===== config.mk =====
export PLATFORM = sky130hd
export DESIGN_NAME = semmem_top
export DESIGN_NICKNAME = d
export VERILOG_FILES = /design/src/rtl/semmem_pkg.sv /design/src/rtl/semmem_arbiter.sv /design/src/rtl/semmem_store.sv /design/src/rtl/semmem_notify.sv /design/src/rtl/semmem_top.sv
export SDC_FILE = /design/constraint.sdc
export NUM_CORES = 2
export LEC_CHECK = 0
export ABC_AREA = 1
export BUFFER_PORTS_ARGS = -buffer_cell sky130_fd_sc_hd__clkbuf_2
export CELL_PAD_IN_SITES_DETAIL_PLACEMENT = 0
export CELL_PAD_IN_SITES_GLOBAL_PLACEMENT = 1
export CORE_UTILIZATION = 30
export CTS_BUF_LIST = sky130_fd_sc_hd__clkbuf_4 sky130_fd_sc_hd__clkbuf_8
export DETAILED_ROUTE_END_ITERATION = 8
export PLACE_DENSITY = 0.54
export RECOVER_POWER = 25
export SYNTH_ARGS = -nofsm -noshare
export SYNTH_HDL_FRONTEND = slang
export SYNTH_SLANG_ARGS = --single-unit

===== constraint.sdc =====
create_clock -name clk -period 5.9 [get_ports clk]
set_clock_uncertainty 0.15 [all_clocks]
set_input_delay 0.885 -clock clk [delete_from_list [all_inputs] [get_ports clk]]
set_output_delay 0.885 -clock clk [all_outputs]
set_load 0.01 [all_outputs]

===== src/rtl/semmem_pkg.sv =====
package semmem_pkg;

  // true when word address a lies in [base, base+len)
  function automatic bit in_window(int a, int base, int len);
    return (a >= base) && (a < base + len);
  endfunction

  // processor that owns mailbox word a
  function automatic int mbox_owner(int a, int locks, int mbw);
    return (a - locks) / mbw;
  endfunction

endpackage


===== src/rtl/semmem_arbiter.sv =====
module semmem_arbiter #(
  parameter int N   = 4,
  parameter int IDW = 2
) (
  input  logic           clk,
  input  logic           rst_n,
  input  logic [N-1:0]   req,
  output logic [N-1:0]   gnt,
  output logic [IDW-1:0] win_id,
  output logic           win_any
);

  always_comb begin
    gnt     = '0;
    win_id  = '0;
    win_any = 1'b0;
    for (int i = 0; i < N; i++) begin
      if (req[i] && !win_any) begin
        gnt[i]  = 1'b1;
        win_id  = IDW'(i);
        win_any = 1'b1;
      end
    end
  end

  // single access per cycle, only to requesters, lowest index first
  a_r5_one_grant: assert property (@(posedge clk) disable iff (!rst_n) $onehot0(gnt));
  a_r5_grant_requested: assert property (@(posedge clk) disable iff (!rst_n) (gnt & ~req) == '0);
  a_r5_low_first: assert property (@(posedge clk) disable iff (!rst_n) req[0] |-> gnt[0]);

endmodule


===== src/rtl/semmem_store.sv =====
module semmem_store #(
  parameter int DW    = 32,
  parameter int AW    = 6,
  parameter int DEPTH = 32,
  parameter int LOCKS = 16
) (
  input  logic          clk,
  input  logic          rst_n,
  input  logic          acc,
  input  logic          acc_we,
  input  logic [AW-1:0] acc_addr,
  input  logic [DW-1:0] acc_wdata,
  output logic [DW-1:0] word_now,
  output logic          in_range
);
  import semmem_pkg::*;

  localparam int IW = (DEPTH > 1) ? $clog2(DEPTH) : 1;

  logic [DW-1:0] mem [DEPTH];
  logic [IW-1:0] idx;
  logic          is_lock;
  logic          tas_hit;

  assign in_range = in_window(int'(acc_addr), 0, DEPTH);
  assign idx      = acc_addr[IW-1:0];
  assign is_lock  = in_window(int'(acc_addr), 0, LOCKS);
  assign word_now = in_range ? mem[idx] : '0;
  assign tas_hit  = acc && !acc_we && in_range && is_lock && (mem[idx] == '0);

  always_ff @(posedge clk) begin
    if (!rst_n) begin
      for (int i = 0; i < DEPTH; i++) mem[i] <= '0;
    end else if (acc && in_range) begin
      if (acc_we)       mem[idx] <= acc_wdata;
      else if (tas_hit) mem[idx] <= DW'(1);
    end
  end

  // a free lock read leaves the word marked
  a_r2_tas_marks: assert property (@(posedge clk) disable iff (!rst_n)
    tas_hit |=> mem[$past(idx)] == DW'(1));
  // reading a nonzero word does not alter it
  a_r3_held_stable: assert property (@(posedge clk) disable iff (!rst_n)
    (acc && !acc_we && in_range && mem[idx] != '0) |=> mem[$past(idx)] == $past(mem[idx]));
  // reading a mailbox word does not alter it
  a_r6_mbox_read_plain: assert property (@(posedge clk) disable iff (!rst_n)
    (acc && !acc_we && in_range && !is_lock) |=> mem[$past(idx)] == $past(mem[idx]));

endmodule


===== src/rtl/semmem_notify.sv =====
module semmem_notify #(
  parameter int N        = 4,
  parameter int AW       = 6,
  parameter int IDW      = 2,
  parameter int LOCKS    = 16,
  parameter int MBW      = 4,
  parameter int ACK_ADDR = 32
) (
  input  logic           clk,
  input  logic           rst_n,
  input  logic           acc,
  input  logic           acc_we,
  input  logic [AW-1:0]  acc_addr,
  input  logic [IDW-1:0] acc_src,
  output logic [N-1:0]   pend
);
  import semmem_pkg::*;

  logic          in_mbox;
  int            owner;
  logic [N-1:0]  set_ev;
  logic [N-1:0]  clr_ev;

  assign in_mbox = in_window(int'(acc_addr), LOCKS, N * MBW);
  assign owner   = mbox_owner(int'(acc_addr), LOCKS, MBW);

  for (genvar p = 0; p < N; p++) begin : g_line
    assign set_ev[p] = acc && acc_we && in_mbox && (owner == p) && (int'(acc_src) != p);
    assign clr_ev[p] = acc && acc_we && (int'(acc_addr) == ACK_ADDR) && (int'(acc_src) == p);

    always_ff @(posedge clk) begin
      if (!rst_n)         pend[p] <= 1'b0;
      else if (set_ev[p]) pend[p] <= 1'b1;
      else if (clr_ev[p]) pend[p] <= 1'b0;
    end

    // a line only rises after a write from some other processor
    a_r7_rise_needs_foreign: assert property (@(posedge clk) disable iff (!rst_n)
      $rose(pend[p]) |-> $past(acc && acc_we && int'(acc_src) != p));
    // a processor's own access never raises its own line
    a_r8_self_quiet: assert property (@(posedge clk) disable iff (!rst_n)
      (acc && int'(acc_src) == p && !pend[p]) |=> !pend[p]);
    // acknowledge by the owner clears the line
    a_r9_ack_clears: assert property (@(posedge clk) disable iff (!rst_n)
      (acc && acc_we && int'(acc_addr) == ACK_ADDR && int'(acc_src) == p) |=> !pend[p]);
  end

endmodule


===== src/rtl/semmem_top.sv =====
module semmem_top #(
  parameter int N     = 4,
  parameter int DW    = 32,
  parameter int LOCKS = 16,
  parameter int MBW   = 4,
  parameter int DEPTH = LOCKS + N * MBW,
  parameter int AW    = $clog2(DEPTH + 1) + 1
) (
  input  logic            clk,
  input  logic            rst_n,
  input  logic [N-1:0]    req,
  input  logic [N-1:0]    we,
  input  logic [N*AW-1:0] addr,
  input  logic [N*DW-1:0] wdata,
  output logic [N-1:0]    gnt,
  output logic [N-1:0]    rvalid,
  output logic [N*DW-1:0] rdata,
  output logic [N-1:0]    irq
);

  localparam int IDW      = (N > 1) ? $clog2(N) : 1;
  localparam int ACK_ADDR = DEPTH;

  logic [IDW-1:0] win_id;
  logic           acc;
  logic           sel_we;
  logic [AW-1:0]  sel_addr;
  logic [DW-1:0]  sel_wdata;
  logic [DW-1:0]  word_now;
  logic           in_range;
  logic [DW-1:0]  read_val;
  logic [N-1:0]   pend;

  semmem_arbiter #(.N(N), .IDW(IDW)) u_arb (
    .clk(clk), .rst_n(rst_n), .req(req), .gnt(gnt),
    .win_id(win_id), .win_any(acc));

  always_comb begin
    sel_we    = 1'b0;
    sel_addr  = '0;
    sel_wdata = '0;
    for (int i = 0; i < N; i++) begin
      if (gnt[i]) begin
        sel_we    = we[i];
        sel_addr  = addr[i*AW +: AW];
        sel_wdata = wdata[i*DW +: DW];
      end
    end
  end

  semmem_store #(.DW(DW), .AW(AW), .DEPTH(DEPTH), .LOCKS(LOCKS)) u_store (
    .clk(clk), .rst_n(rst_n), .acc(acc), .acc_we(sel_we), .acc_addr(sel_addr),
    .acc_wdata(sel_wdata), .word_now(word_now), .in_range(in_range));

  semmem_notify #(.N(N), .AW(AW), .IDW(IDW), .LOCKS(LOCKS), .MBW(MBW),
                  .ACK_ADDR(ACK_ADDR)) u_notify (
    .clk(clk), .rst_n(rst_n), .acc(acc), .acc_we(sel_we), .acc_addr(sel_addr),
    .acc_src(win_id), .pend(pend));

  always_comb begin
    if (int'(sel_addr) == ACK_ADDR) read_val = DW'(pend[win_id]);
    else if (in_range)              read_val = word_now;
    else                            read_val = '0;
  end

  for (genvar p = 0; p < N; p++) begin : g_resp
    always_ff @(posedge clk) begin
      if (!rst_n) begin
        rvalid[p]            <= 1'b0;
        rdata[p*DW +: DW]    <= '0;
      end else begin
        rvalid[p]            <= gnt[p];
        rdata[p*DW +: DW]    <= gnt[p] ? read_val : '0;
      end
    end
  end

  assign irq = pend;

  // a response only follows a grant to that port
  a_r12_resp_after_grant: assert property (@(posedge clk) disable iff (!rst_n)
    $onehot0(rvalid) && ((rvalid & ~$past(gnt)) == '0));
  // out-of-range accesses never change the interrupt lines
  a_r11_oob_quiet: assert property (@(posedge clk) disable iff (!rst_n)
    (acc && !in_range && int'(sel_addr) != ACK_ADDR) |=> irq == $past(irq));

endmodule


==> metrics.txt <==
status finished with violations; failing checks max-capacitance violations, max-slew violations; row count 157; CP endpoint kind flip-flop; Synth-to-Final Area Change 20.4%; ys async rst share 0; largest net degree at the start of global routing 110; Hold Path Class in -> reg; leak pwr 31.1 nW; critical path class in -> reg; sequential share of power 0.460; routed vias/inst ~5.0; sequential fraction of the synthesis area 0.606; CTS root buffer clkbuf_8; Logic pwr share 0.146; post-cts hold buffer count 0; Syn. warnings 0; power density over cell area between 300 and 400 mW/mm^2; Post-synth EDFFs around 1,000; CTS tree done; final setup violation count 0; total track usage 0.269; global-route wire length before repair around 350,000 um; FF-to-FF Start u_store.mem[31][4]$_SDFFCE_PN0P_; Final Hold Viols 0; Hold Path Origin req[3]; launch point of the critical path req[0]; Post-Syn Nets approximately 6,600; GPL Wtd Cong between 0.8 and 0.9; f_max 190 MHz; register area between 0.03 and 0.04 mm^2; Area contributors post-synth edfxtp_1, nand2_1, nor2_1; Final Util 0.363; fillers around 19,000; flops & latches, synth ~1,200; area of the multi-input gates 0.0181 mm^2; Avg Synthesized Cell Area 8.61 um^2; Int Pwr ~0.014 W; Final #Nets just under 7,000; fin crit share 0.893; Detail Route Antenna Nets 0; Post-synth top cells nand2_1, edfxtp_1, nor2_1; Cell Count, Final, Fillers Out 9,408; worst-skew pair later-pin latency ~0.97 ns; Post-synth top flop edfxtp_1; WL final between 200,000 and 300,000 um; WP data required 6.36 ns; RSZ-0062 raised after global routing no; # H-tree levels 4; Die X between 400 and 500 um; vias in the first global route about 45,000; Die H roughly 430 um; Slew @ Worst Pin ~1.9 ns; Syn Inst Count between 6,000 and 7,000; IO Count 306; vias 46,935; setup TNS 0 ns; DP Wirelength 154,000 um; Period minus WS final approximately 5.3 ns; Max-cap violations 1; overflow left after global routing 0; worst hold slack about 0.18 ns; placed cells between 9,000 and 10,000; # clock sinks 1,160; total CTS buffers about 210; Starting Density 0.302; Mapped Area around 0.055 mm^2; initial antenna violation count 11; WP data arrival around 5.7 ns; Peak VDD IR ~0.18 mV; top-count cell post-synth nand2_1; First-pass DRT Iterations 6; Startpoint Class input port; die area about 0.19 mm^2; CTS resizes 0; switching portion of total power 0.296; Port Buffer Count ~300; Max transition margin -0.296; WL/cell around 27 um; sw power about 0.0060 W; Core ar. about 0.18 mm^2; largest area contributor in the netlist edfxtp_1; clock tree buffer depth 3; Netlist cell types 40; clock power share 0.393; post-CTS setup buffers 0; share of Yosys cell area claimed by the top area cell type 0.557; maximum fanout along the worst path 27; max-slew violations 34; Remaining DRCs 0; share of layout cells above drive strength 1 0.136; clk slew on worst S/H paths roughly 0.05 ns; 1st-iter DRT viols 4,824
==> final cells by class <==
| type | instances | share of cell area |
|---|---|---|
| antenna | 3 | 0.000113 |
| clock buffer | 294 | 0.0538 |
| clock inverter | 90 | 0.00981 |
| inverter | 447 | 0.0255 |
| multi-input combinational | 4284 | 0.273 |
| sequential | 1160 | 0.504 |
| tap | 2464 | 0.0464 |
| timing repair buffer | 666 | 0.0881 |
==> critical path, stage by stage <==
cell	delay [ns]
clkbuf_1	0.28
nor2_4	0.24
nand3_4	0.15
inv_1	0.45
nand2_8	0.13
nand2_8	0.18
inv_8	0.16
buf_4	0.28
nand2_1	0.15
nand2_1	0.07
nand2_1	0.05
nand2_1	0.10
nand2_1	0.08
nand2_1	0.05
nor2_1	0.10
nand2_1	0.25
nor2_1	0.47
nand3_1	0.14
nor2_1	0.19
buf_4	0.16
nand3_4	0.12
nand2_2	0.13
buf_12	0.21
nand3_1	0.18
nand2_2	0.18
buf_12	0.25
==> metrics by stage <==
step	cell area, um^2	setup slack (ns)	power, W
6_report	66500	0.633	0.0201
3_3_place_gp	62500	0.135	0.0124
2_1_floorplan	55200	1.21	0.0107
4_1_cts	66700	1.18	0.0202
5_1_grt	66500	0.473	0.0207
3_5_place_dp	62500	0.196	0.0123
==> flip-flops by register name, indices dropped and copies added (netlist names) <==
signal and count:
rdata 128, rvalid 4, u_notify.pend 4, u_store.mem 1024
==> cell usage in the layout, fill, tap and decap left out, types with 75 or more instances in the layout <==
master,synthesis,layout
clkbuf_1,312,152
nand2_1,2670,2639
buf_4,2,196
dfxtp_1,136,136
nand3_1,186,188
edfxtp_1,1024,1024
clkbuf_4,0,75
buf_12,0,148
inv_1,441,441
clkbuf_8,0,219
clkbuf_2,0,170
nor2_1,892,875
nand4_1,389,389
==> final timing paths <==
path                                                           to  slack, ns  cells after the start
worst min register to register      u_notify.pend[2]$_SDFFE_PN0P_       0.35                      2
worst max-delay path            u_store.mem[23][31]$_SDFFCE_PN0P_       0.63                     26
worst min-delay path                         rvalid[3]$_SDFF_PN0_       0.18                      3
worst max register to register  u_store.mem[23][31]$_SDFFCE_PN0P_       2.09                     18
==> layer usage <==
metal / GRT usage / wire (um)
met1: 0.361 / 108000
met2: 0.440 / 119000
met3: 0.0401 / 18400
met4: 0.0967 / 9380
met5: 0 / 31
==> cell families (layout without fill, tap and decap cells) <==
| family | count (synthesis) | after routing | share of synthesized area |
|---|---|---|---|
| and+or+nand+nor | 4180 | 4180 | 0.310 |
| DFF | 1160 | 1160 | 0.606 |
| buffers and inverters | 966 | 1497 | 0.0704 |
| AOI/OAI and AO/OA | 88 | 88 | 0.0101 |
| adders and majority gates | 13 | 13 | 0.00295 |
| xor gates and xnor gates | 3 | 3 | 0.000476 |
| other | 0 | 3 | 0 |
==> power groups by stage <==
stage / logic (W) / clock network, W / registers [W]
finish: 0.00294 / 0.00790 / 0.00924
global route: 0.00310 / 0.00837 / 0.00926
CTS: 0.00295 / 0.00804 / 0.00924
detailed placement: 0.00294 / 0 / 0.00941
global placement: 0.00295 / 0 / 0.00941
floorplan: 0.00133 / 0 / 0.00940
No activity file was read; power rests on OpenSTA's default activity.
